`src/rtl/senshub_pkg.sv`:
```
package senshub_pkg;

  localparam int unsigned REG_W  = 8;
  localparam int unsigned S0_W   = 5;
  localparam int unsigned S1_W   = 8;

  // register 0 bit positions
  localparam int unsigned S0_LOW_MAIN  = 0;
  localparam int unsigned S0_CLIP_MAIN = 1;
  localparam int unsigned S0_LOW_SEC   = 2;
  localparam int unsigned S0_CLIP_SEC  = 3;
  localparam int unsigned S0_STARTUP   = 4;

  // register 1 bit positions
  localparam int unsigned S1_CMD_BUSY  = 0;
  localparam int unsigned S1_OVS_CONV  = 1;
  localparam int unsigned S1_OVS_QUAD  = 2;
  localparam int unsigned S1_PER_CONS  = 3;
  localparam int unsigned S1_MT_CONS   = 4;
  localparam int unsigned S1_MT_COMM   = 5;
  localparam int unsigned S1_NO_CFG    = 6;
  localparam int unsigned S1_RAM_CRC   = 7;

  // bits exempt from latching
  localparam logic [S0_W-1:0] LIVE0_DEF = S0_W'(1) << S0_STARTUP;
  localparam logic [S1_W-1:0] LIVE1_DEF = (S1_W'(1) << S1_NO_CFG) | (S1_W'(1) << S1_CMD_BUSY);

  // message disable bit positions
  localparam int unsigned MK_WARN_SIG = 0;
  localparam int unsigned MK_WARN_OVS = 1;
  localparam int unsigned MK_ERR_BUSY = 2;
  localparam int unsigned MK_ERR_CRC  = 3;
  localparam int unsigned MK_ERR_CFG  = 4;
  localparam int unsigned MK_ERR_SIG  = 5;
  localparam int unsigned MK_ERR_PER  = 6;
  localparam int unsigned MK_ERR_MT   = 7;

  typedef enum logic [2:0] {
    PROTO_SPI     = 3'd0,
    PROTO_BISS    = 3'd1,
    PROTO_SSI     = 3'd2,
    PROTO_SSI_ELO = 3'd3,
    PROTO_SSI_EHI = 3'd4,
    PROTO_XSSI    = 3'd5
  } proto_e;

  typedef struct packed {
    logic err_on;
    logic err_low;
    logic warn_on;
    logic warn_low;
  } frame_pol_t;

  function automatic frame_pol_t decode_proto(logic [2:0] code);
    frame_pol_t p;
    p = '0;
    case (code)
      PROTO_BISS, PROTO_XSSI: begin
        p.err_on = 1'b1; p.err_low = 1'b1; p.warn_on = 1'b1; p.warn_low = 1'b1;
      end
      PROTO_SSI_ELO: begin
        p.err_on = 1'b1; p.err_low = 1'b1;
      end
      PROTO_SSI_EHI: begin
        p.err_on = 1'b1;
      end
      default: p = '0;
    endcase
    return p;
  endfunction

endpackage

```
`src/rtl/status_bank.sv`:
```
module status_bank #(
  parameter int unsigned     W         = 8,
  parameter logic [W-1:0]    LIVE_MASK = '0
) (
  input  logic         clk,
  input  logic         rst_n,
  input  logic         sticky_i,
  input  logic [W-1:0] raw_i,
  input  logic         clr_i,
  output logic [W-1:0] disp_o
);

  for (genvar i = 0; i < W; i++) begin : g_bit
    if (LIVE_MASK[i]) begin : g_live
      assign disp_o[i] = raw_i[i];
    end else begin : g_acc
      logic hold_q;
      logic hold_d;
      logic hold_en;

      always_comb begin
        hold_en = 1'b1;
        if (sticky_i) begin
          hold_d = raw_i[i] | (hold_q & ~clr_i);
        end else begin
          hold_d = 1'b0;
        end
      end

      always_ff @(posedge clk or negedge rst_n) begin
        if (!rst_n) begin
          hold_q <= 1'b0;
        end else if (hold_en) begin
          hold_q <= hold_d;
        end
      end

      assign disp_o[i] = sticky_i ? (hold_q | raw_i[i]) : raw_i[i];
    end
  end

endmodule

```
`src/rtl/summary_route.sv`:
```
module summary_route
  import senshub_pkg::*;
(
  input  logic [S0_W-1:0]  disp0_i,
  input  logic [S1_W-1:0]  disp1_i,
  input  logic [REG_W-1:0] mask_i,
  input  logic [2:0]       proto_i,
  output logic             err_sum_o,
  output logic             warn_sum_o,
  output logic             err_bit_o,
  output logic             err_on_o,
  output logic             warn_bit_o,
  output logic             warn_on_o
);

  logic       sig_any;
  logic       mt_any;
  logic       ovs_any;
  logic [5:0] err_src;
  logic [1:0] warn_src;
  frame_pol_t pol;

  always_comb begin
    sig_any = disp0_i[S0_LOW_MAIN] | disp0_i[S0_CLIP_MAIN]
            | disp0_i[S0_LOW_SEC]  | disp0_i[S0_CLIP_SEC];
    mt_any  = disp1_i[S1_MT_COMM] | disp1_i[S1_MT_CONS];
    ovs_any = disp1_i[S1_OVS_QUAD] | disp1_i[S1_OVS_CONV];

    err_src[0] = ~mask_i[MK_ERR_MT]   & mt_any;
    err_src[1] = ~mask_i[MK_ERR_PER]  & disp1_i[S1_PER_CONS];
    err_src[2] = ~mask_i[MK_ERR_SIG]  & sig_any;
    err_src[3] = ~mask_i[MK_ERR_CFG]  & disp1_i[S1_NO_CFG];
    err_src[4] = ~mask_i[MK_ERR_CRC]  & disp1_i[S1_RAM_CRC];
    err_src[5] = ~mask_i[MK_ERR_BUSY] & disp1_i[S1_CMD_BUSY];

    warn_src[0] = ~mask_i[MK_WARN_OVS] & ovs_any;
    warn_src[1] = ~mask_i[MK_WARN_SIG] & sig_any;

    err_sum_o  = |err_src;
    warn_sum_o = |warn_src;
  end

  always_comb begin
    pol        = decode_proto(proto_i);
    err_on_o   = pol.err_on;
    warn_on_o  = pol.warn_on;
    err_bit_o  = pol.err_on  ? (err_sum_o  ^ pol.err_low)  : 1'b0;
    warn_bit_o = pol.warn_on ? (warn_sum_o ^ pol.warn_low) : 1'b0;
  end

endmodule

```
`src/rtl/pin_stretch.sv`:
```
module pin_stretch #(
  parameter int unsigned HOLD_W    = 4,
  parameter int unsigned UNIT_LOG2 = 10
) (
  input  logic              clk,
  input  logic              rst_n,
  input  logic              en_i,
  input  logic              err_i,
  input  logic [HOLD_W-1:0] hold_i,
  output logic              pin_n_o
);

  localparam int unsigned CNT_W = HOLD_W + UNIT_LOG2;

  logic [CNT_W-1:0] cnt_q, cnt_d;
  logic             pin_q, pin_d;
  logic             cnt_live;

  assign cnt_live = (cnt_q != '0);

  always_comb begin
    if (!en_i) begin
      cnt_d = '0;
      pin_d = 1'b0;
    end else begin
      pin_d = err_i | cnt_live;
      if (err_i) begin
        cnt_d = {hold_i, {UNIT_LOG2{1'b0}}};
      end else if (cnt_live) begin
        cnt_d = cnt_q - CNT_W'(1);
      end else begin
        cnt_d = cnt_q;
      end
    end
  end

  always_ff @(posedge clk or negedge rst_n) begin
    if (!rst_n) begin
      cnt_q <= '0;
      pin_q <= 1'b0;
    end else begin
      cnt_q <= cnt_d;
      pin_q <= pin_d;
    end
  end

  assign pin_n_o = ~pin_q;

endmodule

```
`src/rtl/sense_status_hub.sv`:
```
module sense_status_hub
  import senshub_pkg::*;
#(
  parameter int unsigned        ADDR_W     = 8,
  parameter logic [ADDR_W-1:0]  ADDR_STAT0 = 8'h76,
  parameter logic [ADDR_W-1:0]  ADDR_STAT1 = 8'h77,
  parameter logic [ADDR_W-1:0]  ADDR_CLR_A = 8'h3D,
  parameter logic [ADDR_W-1:0]  ADDR_CLR_B = 8'h3E,
  parameter int unsigned        HOLD_W     = 4,
  parameter int unsigned        UNIT_LOG2  = 10
) (
  input  logic              clk,
  input  logic              rst_n,
  input  logic [S0_W-1:0]   stat0_raw_i,
  input  logic [S1_W-1:0]   stat1_raw_i,
  input  logic              rd_stb_i,
  input  logic [ADDR_W-1:0] rd_addr_i,
  output logic [REG_W-1:0]  rd_data_o,
  input  logic              abs_rst_cmd_i,
  input  logic              soft_rst_cmd_i,
  input  logic              cfg_sticky_i,
  input  logic [REG_W-1:0]  cfg_mask_i,
  input  logic [2:0]        cfg_proto_i,
  input  logic              cfg_pin_en_i,
  input  logic [HOLD_W-1:0] cfg_hold_i,
  output logic              err_bit_o,
  output logic              err_bit_on_o,
  output logic              warn_bit_o,
  output logic              warn_bit_on_o,
  output logic              err_pin_n_o
);

  logic              hit0, hit1, hit_rsv, cmd_clr;
  logic              clr0, clr1;
  logic [S0_W-1:0]   disp0;
  logic [S1_W-1:0]   disp1;
  logic [REG_W-1:0]  rd_data_q, rd_data_d;
  logic              rd_en;
  logic              err_sum, warn_sum;

  // read address decode and clear sources
  always_comb begin
    hit0    = rd_stb_i & (rd_addr_i == ADDR_STAT0);
    hit1    = rd_stb_i & (rd_addr_i == ADDR_STAT1);
    hit_rsv = rd_stb_i & ((rd_addr_i == ADDR_CLR_A) | (rd_addr_i == ADDR_CLR_B));
    cmd_clr = abs_rst_cmd_i | soft_rst_cmd_i;
    clr0    = hit0 | hit_rsv | cmd_clr;
    clr1    = hit1 | hit_rsv | cmd_clr;
  end

  status_bank #(.W(S0_W), .LIVE_MASK(LIVE0_DEF)) i_bank0 (
    .clk      (clk),
    .rst_n    (rst_n),
    .sticky_i (cfg_sticky_i),
    .raw_i    (stat0_raw_i),
    .clr_i    (clr0),
    .disp_o   (disp0)
  );

  status_bank #(.W(S1_W), .LIVE_MASK(LIVE1_DEF)) i_bank1 (
    .clk      (clk),
    .rst_n    (rst_n),
    .sticky_i (cfg_sticky_i),
    .raw_i    (stat1_raw_i),
    .clr_i    (clr1),
    .disp_o   (disp1)
  );

  // read data register
  always_comb begin
    rd_en = rd_stb_i;
    if (hit0) begin
      rd_data_d = REG_W'(disp0);
    end else if (hit1) begin
      rd_data_d = REG_W'(disp1);
    end else begin
      rd_data_d = '0;
    end
  end

  always_ff @(posedge clk or negedge rst_n) begin
    if (!rst_n) begin
      rd_data_q <= '0;
    end else if (rd_en) begin
      rd_data_q <= rd_data_d;
    end
  end

  assign rd_data_o = rd_data_q;

  summary_route i_route (
    .disp0_i    (disp0),
    .disp1_i    (disp1),
    .mask_i     (cfg_mask_i),
    .proto_i    (cfg_proto_i),
    .err_sum_o  (err_sum),
    .warn_sum_o (warn_sum),
    .err_bit_o  (err_bit_o),
    .err_on_o   (err_bit_on_o),
    .warn_bit_o (warn_bit_o),
    .warn_on_o  (warn_bit_on_o)
  );

  pin_stretch #(.HOLD_W(HOLD_W), .UNIT_LOG2(UNIT_LOG2)) i_pin (
    .clk     (clk),
    .rst_n   (rst_n),
    .en_i    (cfg_pin_en_i),
    .err_i   (err_sum),
    .hold_i  (cfg_hold_i),
    .pin_n_o (err_pin_n_o)
  );

endmodule

```
`config.mk`:
```
export PLATFORM = sky130hd
export DESIGN_NAME = sense_status_hub
export DESIGN_NICKNAME = d
export VERILOG_FILES = /design/src/rtl/senshub_pkg.sv /design/src/rtl/status_bank.sv /design/src/rtl/summary_route.sv /design/src/rtl/pin_stretch.sv /design/src/rtl/sense_status_hub.sv
export SDC_FILE = /design/constraint.sdc
export NUM_CORES = 1
export LEC_CHECK = 0
export BUFFER_PORTS_ARGS = -buffer_cell sky130_fd_sc_hd__buf_4
export CAP_MARGIN = 20
export CELL_PAD_IN_SITES_DETAIL_PLACEMENT = 1
export CELL_PAD_IN_SITES_GLOBAL_PLACEMENT = 2
export CORE_UTILIZATION = 33
export CTS_CLUSTER_DIAMETER = 30
export DETAILED_ROUTE_END_ITERATION = 10
export PLACE_DENSITY_LB_ADDON = 0.1
export SLEW_MARGIN = 30
export SYNTH_ARGS = -nofsm -noshare
export SYNTH_HDL_FRONTEND = slang
export SYNTH_SLANG_ARGS = --single-unit
```
`constraint.sdc`:
```
create_clock -name clk -period 2.9 [get_ports clk]
set_input_delay 0.145 -clock clk [delete_from_list [all_inputs] [get_ports clk]]
set_output_delay 0.145 -clock clk [all_outputs]
set_load 0.05 [all_outputs]
```
After elaboration in Yosys (flattened, before gate mapping)
Index checks and enable logic that the tools add are counted.
{"block": "totals", "register_bits": 33, "output_inout_bits": 13, "elab_cells": 126}
{"block": "classes", "n_addsub": 1, "n_eq_ne": 9, "muxes": 31, "n_bitwise": 66, "reduce_logical": 6}
{"cell": "two-way mux 14 bit", "n": 3}
{"cell": "bitwise OR 1 bit", "n": 32}
{"cell": "two-way mux 1 bit", "n": 25}
{"cell": "bitwise AND 1 bit", "n": 21}
{"cell": "== test 8 x 6 -> 1 bit (second input constant)", "n": 2}
{"cell": "== test 8 x 7 -> 1 bit (second input constant)", "n": 2}
{"cell": "two-way mux 8 bit", "n": 2}
{"cell": "nonzero test 14 bit", "n": 1}
{"cell": "subtractor 14 x 1 -> 14 bit (second input constant)", "n": 1}
{"cell": "inverter 1 bit", "n": 11}
{"cell": "== test 3 bit (second input constant)", "n": 2}
{"cell": "OR reduction 6 bit", "n": 1}
{"cell": "OR reduction 2 bit", "n": 2}
{"cell": "OR reduction 4 bit", "n": 1}
{"cell": "== test 3 x 1 -> 1 bit (second input constant)", "n": 1}
{"cell": "== test 3 x 2 -> 1 bit (second input constant)", "n": 1}
{"cell": "!= test 3 x 1 -> 1 bit (second input constant)", "n": 1}
{"cell": "OR reduction 3 bit", "n": 1}
{"cell": "two-way mux 2 bit", "n": 1}
{"cell": "bitwise XOR 1 bit", "n": 2}

Logic depth before layout (Yosys ltp)
{"block": "depth", "ltp_word": 9, "depth_mapped": 6, "mapped_depth_nobuf": 6}

Modules after synthesis
A second synthesis with hierarchy kept.
{"block": "hier_totals", "cells_unflattened": 190, "hier_area_um2": 1933.1}
{"module": "pin_stretch", "n_inst": 1, "cells_per_inst": 79, "area_per_inst_um2": 812.0}
{"module": "sense_status_hub", "n_inst": 1, "cells_per_inst": 48, "area_per_inst_um2": 470.5}
{"module": "status_bank at i_bank1", "n_inst": 1, "cells_per_inst": 27, "area_per_inst_um2": 304.0}
{"module": "status_bank at i_bank0", "n_inst": 1, "cells_per_inst": 18, "area_per_inst_um2": 203.9}
{"module": "summary_route", "n_inst": 1, "cells_per_inst": 18, "area_per_inst_um2": 142.6}

Least setup slack after synthesis
OpenSTA, ideal clock, no wires.
{"block": "synth_path", "path_type": "register -> output", "from": "reg i_bank0.g_bit[0].g_acc.hold_q", "to": "out warn_bit_o", "t_arrival_ps": 2352, "path_slack_ps": 403, "path_stages_with_launch": 4, "n_path_buf": 0, "cell_sequence": "dfrtp_1 o41ai_2 a21oi_1 nor4_1"}
{"block": "synth_between", "elab_chain_cells": 9}
{"item": "from (decl)", "line": "status_bank.sv:17", "source": "logic hold_q;"}
{"item": "from (signal assigned)", "line": "status_bank.sv:34", "source": "hold_q <= hold_d;"}
{"item": "bitwise OR 1 bit", "line": "status_bank.sv:38", "source": "assign disp_o[i] = sticky_i ? (hold_q | raw_i[i]) : raw_i[i];"}
{"item": "two-way mux 1 bit", "line": "status_bank.sv:38"}
{"item": "bitwise OR 1 bit", "line": "summary_route.sv:24", "source": "sig_any = disp0_i[S0_LOW_MAIN] | disp0_i[S0_CLIP_MAIN]"}
{"item": "bitwise OR 1 bit (2 in series)", "line": "summary_route.sv:25", "source": "| disp0_i[S0_LOW_SEC] | disp0_i[S0_CLIP_SEC];"}
{"item": "bitwise AND 1 bit", "line": "summary_route.sv:37", "source": "warn_src[1] = ~mask_i[MK_WARN_SIG] & sig_any;"}
{"item": "OR reduction 2 bit", "line": "summary_route.sv:40", "source": "warn_sum_o = |warn_src;"}
{"item": "bitwise XOR 1 bit", "line": "summary_route.sv:48", "source": "warn_bit_o = pol.warn_on ? (warn_sum_o ^ pol.warn_low) : 1'b0;"}
{"item": "two-way mux 1 bit", "line": "summary_route.sv:48"}
{"item": "to (decl)", "line": "sense_status_hub.sv:28", "source": "output logic warn_bit_o,"}
Every way passes these cells.

Worst setup path in the final report
{"block": "layout_path", "from": "reg i_bank0.g_bit[0].g_acc.hold_q", "to": "out err_bit_o"}
{"block": "layout_between", "elab_chain_cells": 9}
{"item": "bitwise OR 1 bit", "line": "status_bank.sv:38"}
{"item": "two-way mux 1 bit", "line": "status_bank.sv:38"}
{"item": "bitwise OR 1 bit", "line": "summary_route.sv:24"}
{"item": "bitwise OR 1 bit (2 in series)", "line": "summary_route.sv:25"}
{"item": "bitwise AND 1 bit", "line": "summary_route.sv:31", "source": "err_src[2] = ~mask_i[MK_ERR_SIG] & sig_any;"}
{"item": "OR reduction 6 bit", "line": "summary_route.sv:39", "source": "err_sum_o = |err_src;"}
{"item": "bitwise XOR 1 bit", "line": "summary_route.sv:47", "source": "err_bit_o = pol.err_on ? (err_sum_o ^ pol.err_low) : 1'b0;"}
{"item": "two-way mux 1 bit", "line": "summary_route.sv:47"}
{"item": "to (decl)", "line": "sense_status_hub.sv:26", "source": "output logic err_bit_o,"}
Every way passes these cells.

==> key figures <==
Clock network
  – Clock root buffer: clkbuf_8
  – Sink Count: 33
  – Clock Path Buffers: 2
  – # Post-CTS Setup Buffers: 0
  – CTS tree: done
  – H-tree depth: 2
  – Register clock-pin slew on the reported worst setup and hold paths: about 80 ps
  – CTS resizes: 0
  – Worst-skew pair later-pin latency: between 200 and 300 ps
  – TritonCTS Buffers: 5

Synthesis
  – FF+latch count, synth: 33
  – Mapped Nets: approximately 250
  – Sequential share of the synthesized area: 42.6%
  – Gate Count Post-Synth: 208
  – Post-synth top area cell: dfrtp_1
  – Post-Synthesis Cell Area: approximately 0.0019 mm2
  – Number of synthesized flops with an enable pin: 0
  – Top cells by area, synth: dfrtp_1, a21oi_1, nor2_1
  – Synth async-reset ratio: 100%
  – Most common cell in the synthesized netlist: dfrtp_1
  – Top cell type's share of synthesized area: between 40% and 50%
  – Synth cell types: 51
  – YS warnings: 0
  – Post-synth top flop: dfrtp_1
  – Synth top cells by count: dfrtp_1, nor2_1, inv_1
  – Syn_area_per_cell: 9.32 um2

Timing
  – Slew @ Worst Pin: slightly above 500 ps
  – Worst Skew: about 10 ps
  – Period utilisation layout: around three quarters
  – RSZ-0062 raised after global routing: no
  – Final Hold Vio Count: 0
  – Slew HR: 65.7%
  – Max Fclk: 467 MHz
  – Slew Limit Fails: 0
  – Fin Setup TNS: 0 ps
  – Final setup violation count: 0
  – Fin crit period: about 2100 ps

Route
  – DR iter-0 viols: 64
  – WL per Instance: 15.4 um
  – Post-Route WL: between 5000 and 6000 um
  – Vias: 1731
  – DR vias/cell: ~5.2
  – ANT nets after route: 0
  – DRC violations left: 0
  – DRT Pass-1 Iters: 4

Global route
  – First-pass GRT wire length: ~8700 um
  – Pin count of the biggest net entering global routing: 34
  – Total grt overflow: 0
  – Vias in the first global route: between 1500 and 2000
  – GRT Total Usage: 18.1%
  – Number of antenna violations at the first check in global routing: 0

Worst setup path
  – Crit path buf inv count: 1
  – Crit path DAT: ~2000 ps
  – CP max FO: 9
  – Worst path required time: between 2000 and 3000 ps
  – Worst path max stage delay: between 400 and 500 ps
  – CP Class: flop to output port
  – Reg2Reg Launch Point: i_pin.cnt_q[0]
  – Crit-path slowest cell: dfrtp_1
  – Worst setup EP type: output port
  – Crit path launch type: flop
  – Worst Setup SP: i_bank0.g_bit[0].g_acc.hold_q
  – Top cell family by delay on the critical path: compound AO/OA/AOI/OAI gates
  – Critical path, cell by cell: o41ai_2, a21o_1, a31o_1, and3_1, buf_4

Floorplanning
  – Die Area: between 0.006 and 0.007 mm2
  – I/O pin count: between 50 and 60
  – Starting Density: a little over a third
  – Horiz. Die Dim: between 70 and 80 um
  – Row cnt: 27
  – Core ar.: around 0.0056 mm2
  – Die Y: approximately 79 um

Placement
  – Final Wtd Congestion: about 0.74
  – DP Wirelength: 3890 um
  – IO buf count: 55

Cells and area
  – Area Overhead vs Synth: 31.2%
  – Nets: 308
  – Antenna Cells: 0
  – Layout cells sized above 1: roughly 27%
  – Final core occ: between 40% and 50%
  – Fillers: approximately 700

Min path
  – HP Start: abs_rst_cmd_i
  – Min-Delay Path Class: primary input to flop

Power
  – P_leak: 1.23 nW
  – Pwr Density: approximately 500 mW/mm2
  – Worst ir drop on vdd: roughly 0.24 mV

Job
  – Max-Cap Viols: 0

Run status
  – Status: complete, no violations
sequential cells by signal, summed over array words and instances (netlist names):
signal	flops
i_pin.cnt_q	14
rd_data_o	8
i_bank1.g_bit.g_acc.hold_q	6
i_bank0.g_bit.g_acc.hold_q	4
i_pin.pin_q	1
layout make-up:
| type | count | area [um2] | area share, % |
|---|---|---|---|
| clock buffer | 5 | 68.8 | 2.71 |
| clock inverter | 3 | 65.1 | 2.56 |
| inverter | 17 | 63.8 | 2.51 |
| multi-input combinational | 149 | 1000 | 39.3 |
| sequential | 33 | 826 | 32.5 |
| tap | 72 | 90.1 | 3.54 |
| timing repair buffer | 57 | 430 | 16.9 |
power breakdown:
group | internal (mW) | total, mW | switching, mW | leakage [nW]
logic | 0.115 | 0.255 | 0.140 | 0.716
registers | 0.478 | 0.495 | 0.0172 | 0.441
clock network | 0.342 | 0.515 | 0.174 | 0.0681
total | 0.935 | 1.27 | 0.331 | 1.23
worst paths after layout:
kind | to | slack [ps] | depth (start not counted)
max in group asynchronous | rd_data_o[5] | 2240 | 2
min in group asynchronous | i_pin.cnt_q[7] | 340 | 2
worst min register to register | rd_data_o[6] | 530 | 2
worst max register to register | i_pin.cnt_q[1] | 990 | 5
worst max-delay path | err_bit_o | 760 | 5
worst min-delay path | i_bank1.g_bit[7].g_acc.hold_q | 70 | 2
per-layer routing:
layer  routed length (um)  global-route usage, %  vias up
li1                     -                      -      869
met2                 2630                   32.0       28
met1                 2360                   22.1      828
met3                  131                   3.60        6
met4                   55                   5.00        0
met5                    0                      0        -
metrics by stage:
stage               power (mW)  hold WS (ps)  instances  instance area (um2)  setup WS (ps)
floorplan                0.661          -151        208                 1940            403
global placement         0.760           123        327                 2400           1040
detailed placement       0.759           121        327                 2400            985
CTS                       1.28          58.9        336                 2540            737
global route              1.32          83.0        336                 2540            631
finish                    1.27          66.5        336                 2540            760
repair_timing:
item | in CTS | in global routing
hold endpoints to repair | 33 | 0
hold buffers | 1 | 0
setup endpoints to repair | 0 | 0
cells in the final DEF, fill, tap and decap left out, drive strengths merged, types with 6 or more instances in the layout:
cell   synthesis  final
a21oi         15     15
a31oi          6      6
buf            6     56
dfrtp         33     33
inv           17     17
nand2         13     13
nand3          9      9
nand4          6      6
nor2          19     19
o21ai          9      9
o22ai          8      8
cell families after synthesis:
kind of cell    count (synthesis)  share of synthesized area (%)
compound gates                 61                           21.4
buf+inv                        26                           5.87
fa+ha+maj                       2                           1.29
mux                             6                           3.29
flops                          33                           42.6
xor+xnor                        8                           3.61
simple gates                   72                           22.0
(Power assumes the default switching activity.)
